===== src/rtl/pred_exec_unit.sv =====
module pred_exec_unit #(
  parameter int XLEN = 32,
  parameter int NREG = 16,
  parameter int NPRED = 8,
  parameter int MEM_WORDS = 16,
  localparam int RW = $clog2(NREG),
  localparam int PW = $clog2(NPRED)
) (
  input  logic            clk,
  input  logic            rst,
  input  logic            op_valid,
  input  logic [2:0]      op_code,
  input  logic [RW-1:0]   op_rd,
  input  logic [RW-1:0]   op_rs1,
  input  logic [RW-1:0]   op_rs2,
  input  logic [RW-1:0]   op_rs3,
  input  logic [PW-1:0]   op_pd,
  input  logic [PW-1:0]   op_pg,
  input  logic [XLEN-1:0] op_imm,
  output logic            wb_en,
  output logic [RW-1:0]   wb_rd,
  output logic [XLEN-1:0] wb_data,
  output logic            pw_en,
  output logic [PW-1:0]   pw_idx,
  output logic            pw_val,
  output logic            quash
);
  localparam logic [2:0] C_LDI = 3'd1, C_CMP = 3'd2, C_ADD = 3'd3, C_MVZ = 3'd4, C_LDC = 3'd5;
  localparam logic [XLEN-1:0] MEMW = XLEN'(MEM_WORDS);
  localparam logic [XLEN-1:0] LOMASK = {{(XLEN/2){1'b0}}, {(XLEN/2){1'b1}}};

  logic [XLEN-1:0] rf [NREG];
  logic [NPRED-1:0] pf;

  wire [XLEN-1:0] va = rf[op_rs1];
  wire [XLEN-1:0] vb = rf[op_rs2];
  wire [XLEN-1:0] vc = rf[op_rs3];
  wire guard = pf[op_pg];
  wire cmp_res = vb <= va;

  wire is_ldi = op_code == C_LDI;
  wire is_cmp = op_code == C_CMP;
  wire is_add = op_code == C_ADD;
  wire is_mvz = op_code == C_MVZ;
  wire is_ldc = op_code == C_LDC;
  wire active = op_valid && (is_ldi || is_cmp || is_add || is_mvz || is_ldc);

  wire [XLEN-1:0] ld_idx = (va + op_imm) % MEMW;
  wire [XLEN-1:0] ld_word = (ld_idx << (XLEN/2)) | (LOMASK ^ ld_idx);

  logic commit;
  logic [XLEN-1:0] res;
  always_comb begin
    commit = 1'b0;
    res = '0;
    unique case (1'b1)
      is_ldi: begin commit = guard;    res = op_imm;  end
      is_cmp: begin commit = guard;                   end
      is_add: begin commit = guard;    res = va + vb; end
      is_mvz: begin commit = vc == '0; res = va;      end
      is_ldc: begin commit = vc != '0; res = ld_word; end
      default: ;
    endcase
    commit = commit && active;
  end

  wire gw = commit && !is_cmp && op_rd != '0;
  wire pw = commit && is_cmp && op_pd != '0;

  always_ff @(posedge clk) begin
    if (rst) begin
      for (int i = 0; i < NREG; i++) rf[i] <= '0;
      pf      <= NPRED'(1);
      wb_en   <= 1'b0;
      wb_rd   <= '0;
      wb_data <= '0;
      pw_en   <= 1'b0;
      pw_idx  <= '0;
      pw_val  <= 1'b0;
      quash   <= 1'b0;
    end else begin
      if (gw) rf[op_rd] <= res;
      if (pw) pf[op_pd] <= cmp_res;
      wb_en   <= gw;
      wb_rd   <= gw ? op_rd : '0;
      wb_data <= gw ? res : '0;
      pw_en   <= pw;
      pw_idx  <= pw ? op_pd : '0;
      pw_val  <= pw && cmp_res;
      quash   <= active && !commit;
    end
  end

  assert_r0_zero_R2: assert property (@(posedge clk) disable iff (rst) rf[0] == '0);
  assert_p0_set_R4: assert property (@(posedge clk) disable iff (rst) pf[0]);
  assert_cmp_value_R4: assert property (@(posedge clk) disable iff (rst)
    op_valid && is_cmp && guard && op_pd != '0 |=> pf[$past(op_pd)] == ($past(vb) <= $past(va)));
  assert_add_gate_R5: assert property (@(posedge clk) disable iff (rst)
    op_valid && is_add && !guard |=> quash && !wb_en);
  assert_mvz_gate_R6: assert property (@(posedge clk) disable iff (rst)
    op_valid && is_mvz && vc != '0 |=> quash && !wb_en);
  assert_ldc_gate_R7: assert property (@(posedge clk) disable iff (rst)
    op_valid && is_ldc && vc == '0 |=> quash && !wb_en);
  assert_quash_silent_R8: assert property (@(posedge clk) disable iff (rst)
    quash |-> !wb_en && !pw_en);
  assert_idle_R10: assert property (@(posedge clk) disable iff (rst)
    !op_valid |=> !quash && !wb_en && !pw_en);
endmodule


===== config.mk =====
export PLATFORM = sky130hd
export DESIGN_NAME = pred_exec_unit
export DESIGN_NICKNAME = d
export VERILOG_FILES = /design/src/rtl/pred_exec_unit.sv
export SDC_FILE = /design/constraint.sdc
export NUM_CORES = 1
export LEC_CHECK = 0
export CAP_MARGIN = 20
export CORE_ASPECT_RATIO = 0.8
export CORE_MARGIN = 2
export CORE_UTILIZATION = 35
export CTS_BUF_LIST = sky130_fd_sc_hd__clkbuf_8
export DETAILED_ROUTE_END_ITERATION = 8
export PLACE_DENSITY = 0.61
export SYNTH_ARGS = -nofsm -noshare
export SYNTH_HDL_FRONTEND = slang
export SYNTH_SLANG_ARGS = --single-unit
export TNS_END_PERCENT = 50

===== constraint.sdc =====
create_clock -name clk -period 8.5 [get_ports clk]
set_clock_uncertainty 0.05 [all_clocks]
set_input_delay 1.7 -clock clk [delete_from_list [all_inputs] [get_ports clk]]
set_output_delay 1.7 -clock clk [all_outputs]
set_load 0.05 [all_outputs]

; ---- After elaboration in Yosys (flattened, before gate mapping)
; Memory sizes are Yosys's and may differ from the RTL's.
; Index checks and enable logic that the tools add are counted.
[word_totals]
regBits = 51
latch_bits = 0
ramBits = 512
rom_bits = 0
input_bits = 60
output_inout_bits = 43
word_cells = 62
mem_count = 1
[memory_table]
columns = memory, depth, word_bits, rd, rd_ports_with_merged_regs, write_ports, line
row1 = rf, 16, 32, 3, 0, 16, 32  ; logic [XLEN-1:0] rf [NREG];
[classes]
n_addsub = 2
n_mul = 0
div_mod_pow = 0
order_cmp = 4
eq_ne = 5
n_shift = 0
n_mux = 15
bitwise_logic = 4
n_reduce_logical = 23
[ops]
columns = operator, count
row1 = one-hot mux 32 bit (4 select lines), 1
row2 = adder 32 bit, 1
row3 = less-or-equal comparator 32 bit, 1
row4 = zero test 32 bit, 1
row5 = 2-to-1 mux 32 bit, 1
row6 = nonzero test 32 bit, 1
row7 = OR reduction 32 bit, 1
row8 = OR 20 x 16 -> 20 bit, 1
row9 = NOT 4 -> 16 bit, 1
row10 = logical AND 1 bit, 9
row11 = bitwise mux 8 bit, 1
row12 = < comparator 3 x 4 -> 1 bit (second input constant), 2
row13 = 2-to-1 mux 1 bit, 8
row14 = equality test 3 x 2 -> 1 bit (second input constant), 2
row15 = equality test 3 bit (second input constant), 2
row16 = adder 4 bit, 1
row17 = logical OR 1 bit, 4
row18 = 2-to-1 mux 4 bit, 1
row19 = nonzero test 4 bit, 1
row20 = OR reduction 2 bit, 2
row21 = binary-select mux 1 bit (select 3 bit), 1
row22 = demux 1 bit (select 3 bit), 1
row23 = equality test 3 x 1 -> 1 bit (second input constant), 1
row24 = >= comparator 3 x 1 -> 1 bit (second input constant), 1
row25 = 5 further kinds, 7

; ---- Depth between registers and ports, before layout
[depth]
word_depth = 14
depth_mapped = 19
mapped_depth_nobuf = 14

; ---- Worst setup path before layout
; OpenSTA, ideal clock, no wires.
[synth_path]
path_kind = input to register
from = in op_rs2[0]
to = mem rf[10][23], data pin
setup_ns = 0.268
arrival_time_ns = 6.439
t_required_ns = 8.182
path_slack_ns = 1.743
cell_stages = 14
cell_sequence = clkbuf_1 -> buf_1 -> mux4_2 -> mux4_2 -> ha_1 -> clkbuf_1 -> or4_1 -> o211a_1 -> a311oi_2 -> nor2_2 -> xnor2_1 -> a222oi_1 -> buf_2 -> nor3_1
[synth_rtl]
columns = element, line
row1 = from (decl), 15  ; input logic [RW-1:0] op_rs2,
row2 = to (decl), 32

; ---- Worst setup path after layout
[layout_path]
from = in op_rs2[0]
to = reg pf[7]
[layout_between]
elab_chain_cells = 3
[layout_rtl]
columns = element, line
row1 = memory (16 x 32 bit), --
row2 = less-or-equal comparator 32 bit, 39  ; wire cmp_res = vb <= va;
row3 = bitwise mux 8 bit, 83  ; if (pw) pf[op_pd] <= cmp_res;
row4 = "to (signal, indexed assignment)", 83
row5 = to (decl), 33  ; logic [NPRED-1:0] pf;
; No other way between the ends.
; A chain may end at the register's enable or synchronous reset.

==> out/metrics.cfg <==
[setup_path]
crit_required_ns = 9.02
reg2reg_depth = 13
startpoint = op_rs2[0]
startpoint_type = input pin
rrSetupSlack_ns = 2.86
cp.arrival_ns = 7.43
path_class = input pin to register
r2r_start = rf[12][30]$_SDFFCE_PN0P_
r2r_end = rf[9][15]$_SDFFCE_PN0P_
cp-end-kind = register
cp_max_fo = 63

[clock_tree]
htree_num_levels = 3
cts_buffer_depth = 3
cts_resized = 0
cts-root-buf = clkbuf_8
cts_buffers = 96
cts_hold_buf = 0
cts.sinks = 563
cts_tree = done
clkTransAtPathRegs_ns = 0.06
clk_latency_ns = 0.80
post_cts_buffers = 0

[grt]
grt-ovfl-total = 0
grt_util_all_layers_pct = 25.4
grt_pass1_wl_mm = 176
antenna_found_initial = 6
grt_pass1_vias = 24200
grt_max_degree = 144

[worst_hold_path]
whs_path_depth = 1
hold_start = pf[0]$_SDFFE_PP1P_
hold_class = register to register
hold_path_end = pf[0]$_SDFFE_PP1P_

[timing]
max_freq_mhz = 145
whs_ns = 0.396
finalCriticalPeriod_ns = 6.91
finalSetupViolations = 0
worst_slack_ns = 1.59
maxSlewHeadroom_pct = 21.0
setup_tns_ns = 0
slew_viol_final = 0
rsz0062_at_grt = no
hold_viol = 0
finalCritPeriodShare_pct = 81.3
tightest_slew_ns = 1.18

[placed_design]
numPortBuffers = 102
place_inst = 3646
dpl_cell_area_sq_mm = 0.0350
place_congestion = 0.989
place_ws_ns = 0.793
place_hpwl_mm = 87.2

[final_layout]
regArea_sq_mm = 0.0164
area_growth_pct = 14.0
final_cell_mix = 512 x edfxtp_1, 323 x mux4_2, 308 x nor2_1
fin_area_sq_mm = 0.0370
fill_cells = 8453
nets = 2667
drive_gt1_share_pct = 22.5
multi_input_area_sq_mm = 0.0151
final_common_cell = edfxtp_1
stdcell_count = 3830

[run_status]
status = completed

[synth]
synth_top_area_cell = edfxtp_1
synth_edf_count = 512
synth_area_leaders = edfxtp_1 47%, mux4_2 22%, nor3_1 4.6%
synthesis.area_sq_mm = 0.0324
synth_seq_cells = 563
synth_warnings = 0
async_reset_ff_share_pct = 0
yosysTopAreaCellShare_pct = 47.4
syn_inst = 2447
synthFlopType = edfxtp_1
synth.distinct_cells = 80
ys_seq_area_share_pct = 50.5
syn_avg_cell_area_sq_um = 13.3

[die]
ioPinCount = 103
rows = 99
die_y_microns = 276
initial_utilization_pct = 35.4
dieArea_sq_mm = 0.0951
design.core.area_sq_mm = 0.0915
dieWidth_microns = 344

[detailed_routing]
drc = 0
post_drt_wl_per_cell_microns = 31.8
drt_iter0_drc = 3972
num_vias = 24800
dr.pass1.iters = 6
viasPerCell = 6.47
drt_wl_total_mm = 122
antenna_left = 0

[power_and_ir_drop]
pwr_density_cell_mw_per_mm2 = 188
p_leak_nw = 12.1
irDropWorstVdd_v = 0.000101

[flow_run]
cap_violations = 0

-- worst max path at each step --
stage	endpoint	slack (ns)	depth (start not counted)
floorplan	rf[10][23]$_SDFFCE_PN0P_	1.74	14
global placement	pf[6]$_SDFFE_PP0P_	0.83	14
detailed placement	pf[7]$_SDFFE_PP0P_	0.79	14
CTS	pf[7]$_SDFFE_PP0P_	1.58	14
global route	pf[7]$_SDFFE_PP0P_	1.19	14
finish	pf[7]$_SDFFE_PP0P_	1.59	14
-- worst max-delay path: stages --
cell      delay (ns)
clkbuf_8        0.57
buf_12          0.38
buf_4           0.50
mux4_2          0.62
mux4_2          0.57
ha_1            0.50
nand4_1         0.19
nor4_1          0.47
nor3b_1         0.54
nand4_1         0.23
a21oi_1         0.31
a211oi_1        0.10
o21ai_1         0.37
a311oi_1        0.20
-- routing by layer --
layer  global-route usage, %  vias to the layer above  share of wire [%]
met4                    6.45                        6                2.8
li1                        -                     9964                  -
met2                    34.7                     2038                 41
met3                    10.5                      214                 16
met5                       0                        -              0.033
met1                    37.0                    12500                 40
-- flip-flops by register name, summed over array words and instances (netlist names) --
register and count:
pw_val 1, pw_en 1, wb_en 1, wb_rd 4, quash 1, rf 512, wb_data 32, pw_idx 3
pf 8
-- cells in the mapped netlist (all sizes together), types with 6 or more instances --
cell    count
inv        86
dfxtp      51
o21a       10
mux4      323
o22ai      14
o31ai      14
nand4      36
ha         66
nor3      298
edfxtp    512
buf        88
nor2b       9
and3        7
a311oi     10
clkbuf    135
nor4b       9
nand3      21
xnor2      17
nor2      310
nand2b     11
a21o        7
a211oi     36
o21bai     25
o21ai      29
mux2i       7
or4        12
or3         6
a21oi      77
nor4       97
nand2      41
-- report_power, final --
part           internal, mW  switching, mW
combinational         0.484          0.803
sequential             3.11         0.0961
clock                  1.22           1.24
total                  4.82           2.14
-- cell type report --
type	instances	share of cell area, %
Clock inverter	75	1.30
Inverter	87	0.883
Multi-Input combinational cell	1605	40.8
Antenna cell	3	0.0203
Timing Repair Buffer	186	4.87
Tap cell	1212	4.10
Sequential cell	563	44.3
Clock buffer	99	3.68
-- stage by stage --
step,util (%),power [mW]
2_1_floorplan,-,4.01
6_report,40.4,6.96
4_1_cts,40.2,6.93
3_3_place_gp,38.2,4.47
3_5_place_dp,38.2,4.49
5_1_grt,40.4,7.16
-- cell families after synthesis --
kind of cell             after synthesis  share of synthesized area, %
adder cells (fa/ha/maj)               68                          2.67
XOR/XNOR                              20                         0.540
AND/OR/NAND/NOR                      872                          13.1
flip-flops                           563                          50.5
other                                  1                        0.0116
buffers and inverters                310                          3.94
multiplexers                         332                          22.7
AO/OA/AOI/OAI                        281                          6.45
Power figures use the tool's default switching activity.
